===== src/rtl/usr_pkg.sv =====
package usr_pkg;
  typedef enum logic [1:0] {
    MODE_HOLD = 2'b00,
    MODE_SHR  = 2'b01,
    MODE_SHL  = 2'b10,
    MODE_LOAD = 2'b11
  } mode_e;
endpackage


===== src/rtl/usr_mode_gate.sv =====
module usr_mode_gate
  import usr_pkg::*;
(
  input  logic       en_i,
  input  logic [1:0] mode_i,
  output mode_e      mode_o
);
  // Each select line ANDed with enable: low enable collapses to hold.
  assign mode_o = mode_e'(mode_i & {2{en_i}});
endmodule


===== src/rtl/usr_bit_sel.sv =====
module usr_bit_sel
  import usr_pkg::*;
(
  input  mode_e mode_i,
  input  logic  cur_i,
  input  logic  from_hi_i,
  input  logic  from_lo_i,
  input  logic  par_i,
  output logic  nxt_o
);
  always_comb begin
    unique case (mode_i)
      MODE_HOLD: nxt_o = cur_i;
      MODE_SHR:  nxt_o = from_hi_i;
      MODE_SHL:  nxt_o = from_lo_i;
      MODE_LOAD: nxt_o = par_i;
      default:   nxt_o = cur_i;
    endcase
  end
endmodule


===== src/rtl/usr_shift_core.sv =====
module usr_shift_core
  import usr_pkg::*;
#(
  parameter int unsigned W = 8
) (
  input  logic         clk_i,
  input  logic         rst_ni,
  input  mode_e        mode_i,
  input  logic         ser_r_i,
  input  logic         ser_l_i,
  input  logic [W-1:0] par_i,
  output logic [W-1:0] q_o
);
  localparam int unsigned MSB = W - 1;

  logic [W-1:0] q_q;
  logic [W-1:0] q_d;

  for (genvar i = 0; i < W; i++) begin : g_bit
    logic hi_nb;
    logic lo_nb;
    if (i == MSB) begin : g_top
      assign hi_nb = ser_r_i;
    end else begin : g_mid_hi
      assign hi_nb = q_q[i+1];
    end
    if (i == 0) begin : g_bot
      assign lo_nb = ser_l_i;
    end else begin : g_mid_lo
      assign lo_nb = q_q[i-1];
    end

    usr_bit_sel u_sel (
      .mode_i    (mode_i),
      .cur_i     (q_q[i]),
      .from_hi_i (hi_nb),
      .from_lo_i (lo_nb),
      .par_i     (par_i[i]),
      .nxt_o     (q_d[i])
    );
  end

  always_ff @(posedge clk_i or negedge rst_ni) begin
    if (!rst_ni) q_q <= '0;
    else         q_q <= q_d;
  end

  assign q_o = q_q;

  AST_SHR_STEP: assert property (@(posedge clk_i) disable iff (!rst_ni)
    mode_i == MODE_SHR |=> q_q == {$past(ser_r_i), $past(q_q[MSB:1])});
  AST_SHL_STEP: assert property (@(posedge clk_i) disable iff (!rst_ni)
    mode_i == MODE_SHL |=> q_q == {$past(q_q[MSB-1:0]), $past(ser_l_i)});
endmodule


===== src/rtl/univ_shift_reg.sv =====
module univ_shift_reg
  import usr_pkg::*;
#(
  parameter int unsigned W = 8
) (
  input  logic         clk_i,
  input  logic         rst_ni,
  input  logic         en_i,
  input  logic [1:0]   mode_i,
  input  logic         ser_r_i,
  input  logic         ser_l_i,
  input  logic [W-1:0] par_i,
  output logic [W-1:0] q_o,
  output logic         ser_msb_o,
  output logic         ser_lsb_o
);
  mode_e eff_mode;

  usr_mode_gate u_gate (
    .en_i   (en_i),
    .mode_i (mode_i),
    .mode_o (eff_mode)
  );

  usr_shift_core #(.W(W)) u_core (
    .clk_i   (clk_i),
    .rst_ni  (rst_ni),
    .mode_i  (eff_mode),
    .ser_r_i (ser_r_i),
    .ser_l_i (ser_l_i),
    .par_i   (par_i),
    .q_o     (q_o)
  );

  // Cascade taps: the bits a shift would drop.
  assign ser_msb_o = q_o[W-1];
  assign ser_lsb_o = q_o[0];

  AST_OFF_HOLDS: assert property (@(posedge clk_i) disable iff (!rst_ni)
    !en_i |=> $stable(q_o));
  AST_HOLD_MODE: assert property (@(posedge clk_i) disable iff (!rst_ni)
    en_i && mode_i == 2'b00 |=> $stable(q_o));
  AST_LOAD_TAKES: assert property (@(posedge clk_i) disable iff (!rst_ni)
    en_i && mode_i == 2'b11 |=> q_o == $past(par_i));
  AST_SHR_PORTS: assert property (@(posedge clk_i) disable iff (!rst_ni)
    en_i && mode_i == 2'b01 |=> ser_lsb_o == $past(q_o[1]));
endmodule


===== config.mk =====
export PLATFORM = sky130hd
export DESIGN_NAME = univ_shift_reg
export DESIGN_NICKNAME = d
export VERILOG_FILES = /design/src/rtl/usr_pkg.sv /design/src/rtl/usr_mode_gate.sv /design/src/rtl/usr_bit_sel.sv /design/src/rtl/usr_shift_core.sv /design/src/rtl/univ_shift_reg.sv
export SDC_FILE = /design/constraint.sdc
export NUM_CORES = 1
export LEC_CHECK = 0
export ABC_AREA = 1
export BUFFER_PORTS_ARGS = -buffer_cell sky130_fd_sc_hd__buf_2
export CORE_AREA = 10 10 49 51
export DETAILED_ROUTE_END_ITERATION = 12
export DIE_AREA = 0 0 59 61
export PLACE_DENSITY_LB_ADDON = 0.08
export SETUP_SLACK_MARGIN = 0.2
export SYNTH_ARGS = -nofsm -noshare
export SYNTH_HDL_FRONTEND = slang
export SYNTH_SLANG_ARGS = --single-unit

===== constraint.sdc =====
create_clock -name clk_i -period 1.08 [get_ports clk_i]
set_input_delay 0.162 -clock clk_i [delete_from_list [all_inputs] [get_ports clk_i]]
set_output_delay 0.162 -clock clk_i [all_outputs]
set_load 0.03 [all_outputs]

==> impl_metrics.json <==
{
  "grt_usage_pct": 10.60,
  "drv_cap": 0,
  "worst_slack_ps": 80.02,
  "drtIter0Drc": 16,
  "final_layout_size_suffix_gt1_share_pct": 44.55,
  "clock_sinks": 8,
  "peakVddDrop_v": 0.0007822,
  "cp_num_buf_inv": 1,
  "clkTransAtPathRegs_ps": 60,
  "critPathCaptureType": "primary output",
  "combPwrFrac_pct": 47.7,
  "globalRouteOverflowTotal": 0,
  "antenna_found_initial": 0,
  "nFillCells": 135,
  "io_pins": 25,
  "placed_cell_area_um2": 724.4,
  "dieArea_mm2": 0.003599,
  "syn2layout_area_growth_pct": 38.29,
  "drt-total-wl_um": 1818,
  "ant_nets": 0,
  "die_w_um": 59,
  "cts_tree": "done",
  "path_cells": "buf_6",
  "largest_reg_flops": 8,
  "max_freq_mhz": 1000,
  "power-per-cell-area_mw_per_mm2": 1368,
  "max_stage_delay_ps": 420,
  "period_needed_ps": 1000,
  "dr.pass1.iters": 4,
  "synth_area_per_cell_um2": 8.011,
  "post-dp-hpwl_um": 1276,
  "multiInputGateArea_um2": 324.1,
  "slew_viol_final": 0,
  "setup_viol": 0,
  "whs_endpoint": "u_core.q_o[7]",
  "port_buffers": 24,
  "gp_congestion": 0.7930,
  "p_clk_share_pct": 19.8,
  "slew-limit-headroom_pct": 80.12,
  "crit_family": "flip-flops",
  "seq_area_um2": 202.7,
  "final.setup.tns_ps": 0,
  "p_seq_share_pct": 32.5,
  "hp-class": "primary input to flop",
  "grt_pass1_vias": 671,
  "ff2ff_path_depth": 5,
  "cts_buffers": 3,
  "grt_pass1_wl_um": 2953,
  "syn_nets": 97,
  "insertedDiodeCount": 0,
  "outcome": "finished clean",
  "fin_util_pct": 61.73,
  "skew_ps": 0.4589,
  "regToRegSetupSlack_ps": 100,
  "synth-seq-cells": 8,
  "ys_seq_area_share_pct": 30.48,
  "clock_path_buffers": 2,
  "grt_max_degree": 14,
  "fp.dieH_um": 61,
  "final_area_um2": 908.4,
  "critPathLaunchType": "flop",
  "htreeDepth": 1,
  "path_class": "flop to primary output",
  "syn_area_um2": 656.9,
  "tightestPinTransition_ps": 298.1,
  "p_int_mw": 0.7636,
  "clock_latency_ps": 260,
  "cp_max_fo": 3,
  "initial_core_util_pct": 44.64,
  "post-place-ws_ps": 84.40,
  "syn_inst": 82,
  "nNetsFinal": 127,
  "core_mm2": 0.001471,
  "min_period_over_period_pct": 92.59,
  "viasPerCell": 5.270,
  "p_leak_nw": 0.4462,
  "hold_start": "par_i[7]",
  "crit_slowest_cell": "dfrtp_1",
  "switchingPower_mw": 0.4790,
  "drc_errors": 0,
  "cp.arrival_ps": 840,
  "p_sw_share_pct": 38.55,
  "wl_per_cell_um": 14.43,
  "worstPathRequired_ps": 920,
  "yosysUniqueCellTypes": 13,
  "whs_ps": 229.3,
  "vias": 664,
  "root_buffer": "clkbuf_4",
  "rsz0062_at_grt": "yes",
  "hold_path_depth": 5,
  "r2r-start": "u_core.q_o[7]",
  "timing.rr.end": "u_core.q_o[6]",
  "hold_violations": 0,
  "yosys_warnings": 0,
  "rows": 14
}
stage by stage:
step,power (mW),cells
2_1_floorplan,0.7495,82
3_3_place_gp,0.8060,114
3_5_place_dp,0.8074,114
4_1_cts,1.210,126
5_1_grt,1.316,126
6_report,1.243,126
power groups by stage:
stage                     registers, mW  clock network [mW]  logic, mW
after global routing              0.408               0.262      0.647
after CTS                         0.396               0.247      0.567
after detailed placement          0.404                   0      0.404
after global placement            0.404                   0      0.402
final                             0.404               0.246      0.593
after floorplan                   0.418                   0      0.331
repair_timing:
action,4_1_cts,5_1_grt
endpoints found under the hold margin,8,0
pin swaps,2,11
hold buffers,1,0
endpoints found under the setup margin,11,18
setup buffers,8,0
gates resized for setup,21,12
worst max path at each step:
stage	start	slack, ps	end	depth (start not counted)
after global routing	u_core.q_o[7]	20	u_core.q_o[6]	5
after CTS	u_core.q_o[7]	80	ser_msb_o	1
after detailed placement	mode_i[1]	80	u_core.q_o[7]	6
after global placement	en_i	80	u_core.q_o[2]	6
final	u_core.q_o[3]	80	q_o[3]	1
after floorplan	u_core.q_o[7]	200	u_core.q_o[7]	3
worst reg2reg max path: stages (launching register included):
cell and delay (ps):
dfrtp_2 430, buf_4 150, o21ai_2 130, nand3_1 80, nand2_1 60, inv_1 30
routing by layer:
layer	vias to the layer above	share of wire, %	routed length, µm	GRT usage (%)
li1	331	-	-	-
met1	305	42	767	12.01
met2	24	45	826	16.52
met3	4	11	195	5.010
met4	0	1.5	28	4.918
met5	-	0	0	0
cell usage after synthesis (all sizes together):
cell   count  area [µm²]
buf       13       112.6
dfrtp      8       200.2
inv        8       30.03
nand2     13       88.84
nand3      7       35.03
nand4     16       100.1
nor2       3       11.26
o21ai      7       35.03
or2        7       43.79
layout make-up:
type                       count  area share (%)
multi-input combinational     53           35.67
timing repair buffer          38           34.02
sequential                     8           22.31
inverter                       8           3.306
clock buffer                   3           2.479
tap                           16           2.204
cells in the final DEF, fill, tap and decap left out:
master and instances:
nand2_4 1, inv_2 1, buf_6 15, nor2_1 3
buf_4 8, o21ai_0 1, nand2_8 2, o21ai_1 4
inv_1 7, nand2_1 9, dfrtp_2 2, nand3_1 7
buf_2 14, nand2_2 1, dlygate4sd3_1 1, dfrtp_1 6
or2_0 7, o21ai_2 2, nand4_1 16, clkbuf_4 3
cell families after synthesis:
kind of cell / synth area share [%]
compound gates: 5.333
simple gates: 42.48
buf+inv: 21.71
flops: 30.48
(Power assumes the default switching activity.)
